$ cat config.mk
export PLATFORM = sky130hd
export DESIGN_NAME = eeprom_wr_seq
export DESIGN_NICKNAME = d
export VERILOG_FILES = /design/src/rtl/eews_pkg.sv /design/src/rtl/eews_phase_timer.sv /design/src/rtl/eews_rdy_sync.sv /design/src/rtl/eews_timeout.sv /design/src/rtl/eeprom_wr_seq.sv
export SDC_FILE = /design/constraint.sdc
export NUM_CORES = 1
export LEC_CHECK = 0
export ABC_AREA = 1
export BUFFER_PORTS_ARGS = -buffer_cell sky130_fd_sc_hd__clkbuf_2
export CORE_MARGIN = 3
export CORE_UTILIZATION = 45
export DETAILED_ROUTE_END_ITERATION = 8
export HOLD_SLACK_MARGIN = 0.02
export PLACE_DENSITY_LB_ADDON = 0.3
export SYNTH_ARGS = -nofsm -noshare
export SYNTH_HDL_FRONTEND = slang
export SYNTH_SLANG_ARGS = --single-unit
$ cat constraint.sdc
create_clock -name clk -period 2.1 [get_ports clk]
set_clock_uncertainty 0.1 [all_clocks]
set_input_delay 0 -clock clk [delete_from_list [all_inputs] [get_ports clk]]
set_output_delay 0 -clock clk [all_outputs]
set_load 0.02 [all_outputs]
$ cat src/rtl/eews_pkg.sv
package eews_pkg;

  typedef enum logic [3:0] {
    ST_IDLE,
    ST_SETUP,
    ST_WE_LOW,
    ST_HOLD,
    ST_WAIT,
    ST_POLL_READ,
    ST_CHECK,
    ST_VFY_READ,
    ST_VFY_CHECK,
    ST_DONE,
    ST_ERROR
  } seq_state_e;

  // Strobe pattern decoded from the state
  typedef struct packed {
    logic ce_n;
    logic oe_n;
    logic we_n;
    logic drive;
  } strobe_t;

  function automatic strobe_t strobes_for(input seq_state_e st);
    strobe_t s;
    s = '{ce_n: 1'b1, oe_n: 1'b1, we_n: 1'b1, drive: 1'b0};
    case (st)
      ST_SETUP, ST_HOLD: begin s.ce_n = 1'b0; s.drive = 1'b1; end
      ST_WE_LOW:         begin s.ce_n = 1'b0; s.we_n = 1'b0; s.drive = 1'b1; end
      ST_POLL_READ,
      ST_VFY_READ:       begin s.ce_n = 1'b0; s.oe_n = 1'b0; end
      default:           ;
    endcase
    return s;
  endfunction

endpackage

$ cat src/rtl/eews_phase_timer.sv
module eews_phase_timer #(
  parameter int W = 9
) (
  input  logic         clk,
  input  logic         rst_n,
  input  logic         load,
  input  logic [W-1:0] load_val,
  output logic         last
);
  logic [W-1:0] cnt;

  always_ff @(posedge clk or negedge rst_n) begin
    if (!rst_n)              cnt <= '0;
    else if (load)           cnt <= load_val;
    else if (cnt != '0)      cnt <= cnt - 1'b1;
  end

  assign last = (cnt <= W'(1));

  AST_TIMER_LOAD_NONZERO: assert property (@(posedge clk) disable iff (!rst_n)
    load |-> load_val != '0);
endmodule

$ cat src/rtl/eews_rdy_sync.sv
module eews_rdy_sync #(
  parameter int STAGES = 2
) (
  input  logic clk,
  input  logic rst_n,
  input  logic line_in,
  output logic line_sync
);
  logic [STAGES-1:0] sh;

  always_ff @(posedge clk or negedge rst_n) begin
    if (!rst_n) sh <= '1;
    else        sh <= {sh[STAGES-2:0], line_in};
  end

  assign line_sync = sh[STAGES-1];
endmodule

$ cat src/rtl/eews_timeout.sv
module eews_timeout #(
  parameter int LIMIT = 12000
) (
  input  logic clk,
  input  logic rst_n,
  input  logic clr,
  input  logic run,
  output logic expired
);
  localparam int CW = $clog2(LIMIT + 1);
  logic [CW-1:0] cnt;

  always_ff @(posedge clk or negedge rst_n) begin
    if (!rst_n)                           cnt <= '0;
    else if (clr)                         cnt <= '0;
    else if (run && cnt < CW'(LIMIT))     cnt <= cnt + 1'b1;
  end

  assign expired = (cnt >= CW'(LIMIT));

  AST_TMO_SATURATES: assert property (@(posedge clk) disable iff (!rst_n)
    cnt <= CW'(LIMIT));
endmodule

$ cat src/rtl/eeprom_wr_seq.sv
module eeprom_wr_seq
  import eews_pkg::*;
#(
  parameter int ADDR_W      = 13,
  parameter int DATA_W      = 8,
  parameter int CFG_W       = 8,
  parameter int TIMEOUT_CYC = 12000,
  parameter int SYNC_STAGES = 2
) (
  input  logic              clk,
  input  logic              rst_n,
  input  logic              req_valid,
  output logic              req_ready,
  input  logic [ADDR_W-1:0] req_addr,
  input  logic [DATA_W-1:0] req_data,
  input  logic              req_mode,
  input  logic [CFG_W-1:0]  cfg_setup,
  input  logic [CFG_W-1:0]  cfg_pulse,
  input  logic [CFG_W-1:0]  cfg_hold,
  output logic              mem_ce_n,
  output logic              mem_oe_n,
  output logic              mem_we_n,
  output logic [ADDR_W-1:0] mem_addr,
  output logic [DATA_W-1:0] mem_dout,
  output logic              mem_dout_en,
  input  logic [DATA_W-1:0] mem_din,
  input  logic              mem_rdy,
  output logic              res_valid,
  output logic              res_ok,
  output logic              res_timeout,
  output logic              res_verify_err
);
  localparam int TW    = CFG_W + 1;
  localparam int BLANK = SYNC_STAGES + 1;

  function automatic logic [TW-1:0] phase_len(input logic [CFG_W-1:0] v);
    return (v == '0) ? TW'(1) : TW'(v);
  endfunction

  function automatic logic poll_complete(input logic [DATA_W-1:0] rd,
                                         input logic [DATA_W-1:0] wr);
    return rd[DATA_W-1] == wr[DATA_W-1];
  endfunction

  seq_state_e        state, nxt;
  logic [ADDR_W-1:0] addr_q;
  logic [DATA_W-1:0] data_q, rd_q;
  logic              mode_q;
  logic [TW-1:0]     load_val;
  strobe_t           stb;

  // Named internal events
  logic accept, phase_last, rdy_sync, tmo_hit, write_complete, tmo_run;

  assign accept = req_valid && req_ready;

  eews_phase_timer #(.W(TW)) u_timer (
    .clk(clk), .rst_n(rst_n), .load(nxt != state), .load_val(load_val),
    .last(phase_last));

  eews_rdy_sync #(.STAGES(SYNC_STAGES)) u_sync (
    .clk(clk), .rst_n(rst_n), .line_in(mem_rdy), .line_sync(rdy_sync));

  assign tmo_run = (state == ST_WAIT) || (state == ST_POLL_READ) || (state == ST_CHECK);

  eews_timeout #(.LIMIT(TIMEOUT_CYC)) u_tmo (
    .clk(clk), .rst_n(rst_n), .clr(accept), .run(tmo_run), .expired(tmo_hit));

  assign write_complete = mode_q ? rdy_sync : poll_complete(rd_q, data_q);

  always_comb begin
    nxt = state;
    case (state)
      ST_IDLE:      if (req_valid) nxt = ST_SETUP;
      ST_SETUP:     if (phase_last) nxt = ST_WE_LOW;
      ST_WE_LOW:    if (phase_last) nxt = ST_HOLD;
      ST_HOLD:      if (phase_last) nxt = ST_WAIT;
      ST_WAIT:      if (phase_last) nxt = mode_q ? ST_CHECK : ST_POLL_READ;
      ST_POLL_READ: if (phase_last) nxt = ST_CHECK;
      ST_CHECK: begin
        if (write_complete) nxt = ST_VFY_READ;
        else if (tmo_hit)   nxt = ST_ERROR;
        else if (!mode_q)   nxt = ST_POLL_READ;
      end
      ST_VFY_READ:  if (phase_last) nxt = ST_VFY_CHECK;
      ST_VFY_CHECK: nxt = ST_DONE;
      default:      nxt = ST_IDLE;
    endcase
  end

  always_comb begin
    case (nxt)
      ST_SETUP:     load_val = phase_len(cfg_setup);
      ST_WE_LOW:    load_val = phase_len(cfg_pulse);
      ST_HOLD:      load_val = phase_len(cfg_hold);
      ST_WAIT:      load_val = mode_q ? TW'(BLANK) : TW'(1);
      ST_POLL_READ,
      ST_VFY_READ:  load_val = phase_len(cfg_pulse);
      default:      load_val = TW'(1);
    endcase
  end

  always_ff @(posedge clk or negedge rst_n) begin
    if (!rst_n) begin
      state          <= ST_IDLE;
      addr_q         <= '0;
      data_q         <= '0;
      rd_q           <= '0;
      mode_q         <= 1'b0;
      res_valid      <= 1'b0;
      res_ok         <= 1'b0;
      res_timeout    <= 1'b0;
      res_verify_err <= 1'b0;
    end else begin
      state <= nxt;
      if (accept) begin
        addr_q         <= req_addr;
        data_q         <= req_data;
        mode_q         <= req_mode;
        res_valid      <= 1'b0;
        res_ok         <= 1'b0;
        res_timeout    <= 1'b0;
        res_verify_err <= 1'b0;
      end
      if ((state == ST_POLL_READ || state == ST_VFY_READ) && phase_last)
        rd_q <= mem_din;
      if (state == ST_VFY_CHECK) begin
        res_valid      <= 1'b1;
        res_ok         <= (rd_q == data_q);
        res_verify_err <= (rd_q != data_q);
      end
      if (state == ST_CHECK && nxt == ST_ERROR) begin
        res_valid   <= 1'b1;
        res_timeout <= 1'b1;
      end
    end
  end

  assign stb         = strobes_for(state);
  assign mem_ce_n    = stb.ce_n;
  assign mem_oe_n    = stb.oe_n;
  assign mem_we_n    = stb.we_n;
  assign mem_dout_en = stb.drive;
  assign mem_addr    = addr_q;
  assign mem_dout    = data_q;
  assign req_ready   = (state == ST_IDLE);

  AST_WE_UNDER_CE: assert property (@(posedge clk) disable iff (!rst_n)
    !mem_we_n |-> (!mem_ce_n && mem_oe_n));
  AST_ADDR_DATA_STABLE: assert property (@(posedge clk) disable iff (!rst_n)
    !mem_we_n |-> ($stable(mem_addr) && $stable(mem_dout) && mem_dout_en));
  AST_DATA_THROUGH_RISE: assert property (@(posedge clk) disable iff (!rst_n)
    $rose(mem_we_n) |-> (mem_dout_en && $stable(mem_dout) && $stable(mem_addr)));
  AST_BUS_RELEASED: assert property (@(posedge clk) disable iff (!rst_n)
    !mem_oe_n |-> (!mem_dout_en && mem_we_n && !mem_ce_n));
  AST_READ_GAP: assert property (@(posedge clk) disable iff (!rst_n)
    $fell(mem_oe_n) |-> $past(mem_ce_n));
  AST_RB_NO_POLL: assert property (@(posedge clk) disable iff (!rst_n)
    (mode_q && !req_ready) |-> (state != ST_POLL_READ));
  AST_ACCEPT_DROPS_READY: assert property (@(posedge clk) disable iff (!rst_n)
    accept |=> !req_ready);
  AST_RESULT_HELD: assert property (@(posedge clk) disable iff (!rst_n)
    (res_valid && !accept) |=> (res_valid && $stable({res_ok, res_timeout, res_verify_err})));
  AST_ONE_RESULT: assert property (@(posedge clk) disable iff (!rst_n)
    $onehot0({res_ok, res_timeout, res_verify_err}));
  AST_VALID_HAS_FLAG: assert property (@(posedge clk) disable iff (!rst_n)
    res_valid |-> ($countones({res_ok, res_timeout, res_verify_err}) == 1));
endmodule

==> results.yml, run 1 <==
worst_setup_path:
  required_ns: 2.23
  worst_path_max_delay_cell: "dfrtp_1"
  arrival_ns: 2.51
  cp-end-kind: "flip-flop"
  crit_family: "simple AND/OR/NAND/NOR gates"
  critPathMaxStageDelay_ns: 0.40
  startpoint_type: "flip-flop"
  crit_chain: "buf_6 -> nor2_4 -> nand2_2 -> nor2_4 -> nand2_4 -> nand3_2 -> nand2_2 -> nand2_2 -> nand2_4 -> buf_6 -> nor2_4 -> nand3_2 -> nand2_4 -> nor2_1 -> nor2_1 -> nand2_1 -> nand2_1 -> nand2_1"
  worstPathMaxFanout: 8
  crit_type: "reg2reg"
  critPathBufInv: 2
floorplanning:
  die_h_um: 95.15
  fp.dieArea_sq_um: 9053
  ios: 88
  design.core.area_sq_um: 7486
  die_w_um: 95.15
  num_rows: 31
  start_util: 0.4777
global_route:
  grt_pass1_vias: 3983
  grt_pass1_wl_mm: 17.78
  grt_max_degree: 42
  groute.usage.overall: 0.2503
  antenna_found_initial: 0
  grt-ovfl-total: 0
sta:
  worstMarginPinSlew_ns: 0.6438
  fin_crit_sh: 1.133
  fmax_mhz: 420.3
  fin_ws_ns: -0.2792
  rsz0062_at_grt: "true"
  hold_violations: 0
  slew_viol_final: 0
  slew_headroom: 0.5708
  worst_hold_slack_ns: 0.06004
  min_period_ns: 2.379
  setup_viol: 9
layout:
  syn_to_final_growth_pct: 54.93
  fillers: 503
  layout-drive-gt1-share: 0.3858
  fin_nets: 732
  fin_cells: 773
  antenna_cells: 0
place:
  gp_congestion: 0.9929
  pre_cts_ws_ns: -0.2114
  dp_hpwl_mm: 6.830
  dp_cells: 697
  io_buffers: 87
cts:
  cts-root-buf: "clkbuf_8"
  clockBufferDepth: 2
  cts_tree: "yes"
  clk_pin_slew_ns: 0.07
  clk_latency_ns: 0.35
  cts_num_sinks: 63
  htreeDepth: 3
  cts_inserted_buffers: 9
detailed_routing:
  drt-initial-drc-count: 229
  wl_mm: 11.21
  num_vias: 3945
  dr.pass1.iters: 6
  avgRoutedWirePerCell_um: 14.51
  ant_nets: 0
  vias_per_cell: 5.103
  drc: 0
synthesis:
  synth_top_flop_cell: "dfrtp_1"
  ys.warnings.count: 0
  ys_top_cells_by_count: "168 x nand2_1, 61 x dfrtp_1, 38 x nor2_1, 35 x inv_1, 29 x nand3_1"
  synthCells: 471
  synth.top_cell.area_share: 0.4269
  ys_seq_elements: 63
  syn_avg_cell_area_sq_um: 7.592
  ys_types: 37
  synth-edff-count: 0
  syn-num-nets: 534
  synth_area_leaders: "dfrtp_1 43%, nand2_1 18%, nand3_1 4.1%"
  synth_seq_area_share: 0.4416
  async_flop_share: 1.000
  synth_area_sq_um: 3576
  synth_area_leader_cell: "dfrtp_1"
  yosysMostFrequentCell: "nand2_1"
outcome:
  outcome: "finished with violations"
  violations: "setup timing"
power:
  p_leak_nw: 2.894
  cellPowerDensity_nw_per_um2: 1557
  vdd_drop_max_uv: 971.3
min_path:
  hold_class: "in2reg"
flow_run:
  cap_viol_max_count: 0
## layer usage
| metal | vias up | track usage | share of wire |
|---|---|---|---|
| li1 | 1889 | - | - |
| met3 | 46 | 0.06393 | 0.063 |
| met4 | 0 | 0.08654 | 0.033 |
| met2 | 156 | 0.4286 | 0.50 |
| met5 | - | 0 | 0 |
| met1 | 1854 | 0.3052 | 0.40 |
## stage by stage
step           power, mW  utilization  setup TNS [ns]  instance area (sq um)
2_1_floorplan      5.029            -               0                   3576
6_report           8.626       0.7401          -1.909                   5540
5_1_grt            9.256       0.7401          -3.446                   5540
4_1_cts            8.049       0.7095          -1.477                   5311
3_3_place_gp       6.499       0.5987          -1.200                   4482
3_5_place_dp       6.606       0.5987          -1.722                   4482
## cell usage in the layout (no fill, tap or decap), types with 3 or more instances in the layout
master,count
inv_1,33
nand3_2,12
nand2_4,7
nand3_4,4
inv_6,3
nor3_2,3
o21ai_1,6
dfrtp_1,61
nor2_4,8
nand2_1,149
a21oi_1,13
inv_2,16
clkbuf_8,9
a21oi_2,8
nor4_1,3
nand3_1,16
o21ai_0,6
buf_4,46
nand4_1,3
nor2_1,33
dlygate4sd3_1,53
nor3_1,11
buf_6,6
xor2_1,8
nand2_2,19
ha_1,5
clkbuf_2,87
xnor2_1,6
mux2_2,8
clkinv_4,3
nor2_2,8
## cells by family (layout without fill, tap and decap cells)
family | after synthesis | count (layout) | synth area share
fa+ha+maj | 5 | 5 | 0.01749
compound gates | 41 | 41 | 0.06963
buf+inv | 60 | 263 | 0.06613
xor+xnor | 14 | 14 | 0.03429
mux | 8 | 8 | 0.02519
flops | 63 | 63 | 0.4416
simple gates | 280 | 280 | 0.3457
## area by class of cell
class | instances | area [sq um] | area share
Inverter | 52 | 207.7 | 0.03749
Sequential cell | 63 | 1579 | 0.2850
Tap cell | 99 | 123.9 | 0.02236
Timing Repair Buffer | 195 | 1434 | 0.2588
Clock buffer | 10 | 127.6 | 0.02304
Multi-Input combinational cell | 348 | 1998 | 0.3607
Clock inverter | 6 | 70.07 | 0.01265
## what timing repair did
action / 4_1_cts / 5_1_grt
pin swaps: 15 / 44
resized for setup: 21 / 52
buffers inserted: 3 / 4
hold buffers: 53 / 0
hold endpoints to repair: 61 / 0
endpoints found under the setup margin: 12 / 28
## worst reg2reg max path: cells and delay by family (launching register included)
kind | cells | cell delay, ns
buf+inv | 2 | 0.25
flops | 1 | 0.40
simple gates | 16 | 1.51
## flip-flops by register name (all words and copies together), names as in the netlist
name / count
u_sync.sh: 2
rd_q: 8
res_ok: 1
mode_q: 1
res_valid: 1
mem_dout: 8
res_timeout: 1
mem_addr: 13
u_timer.cnt: 9
res_verify_err: 1
u_tmo.cnt: 14
state: 4
## power by group
| part | internal (mW) | switching (mW) |
|---|---|---|
| Combinational | 2.25 | 3.06 |
| Sequential | 1.78 | 0.463 |
| Clock | 0.557 | 0.519 |
| Total | 4.59 | 4.04 |
## worst paths after layout
path | slack, ns | to | from | depth (start not counted)
setup / recovery | -0.28 | u_timer.cnt[0] | u_timer.cnt[1] | 18
hold / removal | 0.06 | u_timer.cnt[0] | cfg_hold[0] | 8
setup reg to reg | -0.28 | u_timer.cnt[0] | u_timer.cnt[1] | 18
hold reg to reg | 0.26 | u_sync.sh[1] | u_sync.sh[0] | 0
max in group asynchronous | 1.10 | u_sync.sh[0] | rst_n | 3
min in group asynchronous | 0.10 | u_timer.cnt[4] | rst_n | 2
(Power assumes the default switching activity.)
==> run 2: changes to the inputs <==
Settings changed: CAP_MARGIN set to 20, PLACE_DENSITY set to 0.76, PLACE_DENSITY_LB_ADDON 0.3 to unset.
==> results.yml, run 2 (synthesized netlist as in run 1, its figures left out) <==
sta:
  tns_ns: -3.140
  hold_violations: 0
  fmax_mhz: 399.5
  worstMarginPinSlew_ns: 0.5346
  fin_crit_sh: 1.192
  fin_ws_ns: -0.4033
  min_period_ns: 2.503
  slew_viol_final: 0
  setup_viol: 9
  rsz0062_at_grt: "true"
  slew_headroom: 0.6436
floorplanning:
  num_rows: 31
  die_h_um: 95.15
  design.core.area_sq_um: 7486
  die_w_um: 95.15
  ios: 88
  fp.dieArea_sq_um: 9053
  start_util: 0.4777
detailed_routing:
  drc: 0
  drt-initial-drc-count: 322
  ant_nets: 0
  wl_mm: 14.01
  vias_per_cell: 5.474
  avgRoutedWirePerCell_um: 17.76
  dr.pass1.iters: 5
  num_vias: 4319
power:
  cellPowerDensity_nw_per_um2: 1701
  vdd_drop_max_uv: 985.1
  p_leak_nw: 3.021
worst_setup_path:
  cp-end-kind: "flip-flop"
  worst_path_max_delay_cell: "dfrtp_1"
  rr_endpoint: "u_timer.cnt[2]"
  rr_worst_depth: 17
  required_ns: 2.27
  critPathMaxStageDelay_ns: 0.43
  crit_chain: "buf_6 -> nor2_4 -> nand2_2 -> nor2_4 -> nand2_4 -> nand2_4 -> nand2_2 -> nand2_2 -> nor2_2 -> nand3_4 -> buf_6 -> nand2_4 -> nor2_4 -> nand2_2 -> nand3_4 -> nand2_4 -> a21oi_2"
  r2r_slack_ns: -0.40
  crit_type: "reg2reg"
  startpoint_type: "flip-flop"
  arrival_ns: 2.67
  reg2reg_from: "u_timer.cnt[1]"
  crit_family: "simple AND/OR/NAND/NOR gates"
  critPathBufInv: 2
  worstPathMaxFanout: 7
cts:
  cts_tree: "yes"
  cts_inserted_buffers: 9
  clk_pin_slew_ns: 0.09
  clockBufferDepth: 2
  clk_latency_ns: 0.35
  htreeDepth: 3
  cts_num_sinks: 63
  cts-root-buf: "clkbuf_8"
global_route:
  groute.usage.overall: 0.2853
  antenna_found_initial: 0
  grt_pass1_vias: 4343
  grt_pass1_wl_mm: 20.22
  grt-ovfl-total: 0
  grt_max_degree: 32
flow_run:
  cap_viol_max_count: 0
place:
  io_buffers: 87
  pre_cts_ws_ns: -0.1946
  gp_congestion: 0.9202
  placed_cell_area_sq_um: 4469
  dp_hpwl_mm: 6.925
layout:
  final_cell_mix: "136 x nand2_1, 87 x clkbuf_2, 61 x buf_4"
  final_common_cell: "nand2_1"
  largest_register_ffs: 14
  syn_to_final_growth_pct: 63.79
  design_area_sq_um: 5857
  top_register: "u_tmo.cnt"
  utilization: 0.7824
  fin_nets: 747
  layout-drive-gt1-share: 0.4427
outcome:
  outcome: "finished with violations"
  violations: "setup timing"
min_path:
  hold_class: "in2async"
run 2: cell count changes in the layout (fill, tap and decap cells not counted), moves of 4 or more:
cell / previous run / this run
buf_4: 46 / 61
nand2_1: 149 / 136
nand2_4: 7 / 15
nand3_1: 16 / 10
nand2_2: 19 / 24
o21ai_1: 6 / 2
o21ai_2: 2 / 6
run 2: what timing repair did:
action                                 4_1_cts  5_1_grt
resized for setup                           45       73
setup endpoints to repair                    9       41
cloned                                       1        0
endpoints found under the hold margin      102        0
setup buffers                               10       11
hold buffers                                54        0
pin swaps                                   23       38
run 2: routing by layer:
metal / share of wire / wire [um] / track usage
met5: 0 / 0 / 0
met1: 0.37 / 5163 / 0.3399
met3: 0.075 / 1051 / 0.06551
met4: 0.055 / 773 / 0.1635
met2: 0.50 / 7023 / 0.4717
run 2: final cells by class:
| type | count | area, sq um |
|---|---|---|
| antenna | 1 | 2.502 |
| clock buffer | 9 | 123.9 |
| clock inverter | 7 | 102.6 |
| fill | 421 | 1629 |
| inverter | 52 | 212.7 |
| multi-input combinational | 348 | 2175 |
| sequential | 63 | 1580 |
| tap | 99 | 123.9 |
| timing repair buffer | 210 | 1536 |
run 2: worst max path at each step:
| stage | from | end | slack [ns] | cells after the start |
|---|---|---|---|---|
| floorplan | u_timer.cnt[1] | u_timer.cnt[0] | 0.0006 | 20 |
| global placement | u_timer.cnt[1] | u_timer.cnt[0] | -0.08 | 18 |
| detailed placement | u_timer.cnt[4] | u_timer.cnt[7] | -0.19 | 17 |
| CTS | u_timer.cnt[1] | u_timer.cnt[2] | -0.1 | 16 |
| global route | u_timer.cnt[1] | u_timer.cnt[2] | -0.50 | 17 |
| finish | u_timer.cnt[1] | u_timer.cnt[2] | -0.40 | 17 |
run 2: through the flow:
stage | total power, mW | hold WS (ns) | std cells
finish | 9.963 | 0.07080 | 789
global route | 10.51 | 0.1048 | 788
CTS | 8.551 | 0.03927 | 778
detailed placement | 6.540 | -0.1010 | 697
global placement | 6.395 | -0.1039 | 697
floorplan | 5.029 | -0.3956 | 471
run 2: where the power goes:
group | internal [mW] | switching [mW]
Combinational | 2.68 | 3.72
Sequential | 1.78 | 0.536
Clock | 0.683 | 0.562
run 2: worst reg2reg max path, stage by stage, from the launching register on:
cell	delay, ns
dfrtp_1	0.43
buf_6	0.14
nor2_4	0.10
nand2_2	0.09
nor2_4	0.16
nand2_4	0.11
nand2_4	0.12
nand2_2	0.07
nand2_2	0.07
nor2_2	0.04
nand3_4	0.09
buf_6	0.14
nand2_4	0.06
nor2_4	0.25
nand2_2	0.11
nand3_4	0.11
nand2_4	0.06
a21oi_2	0.16
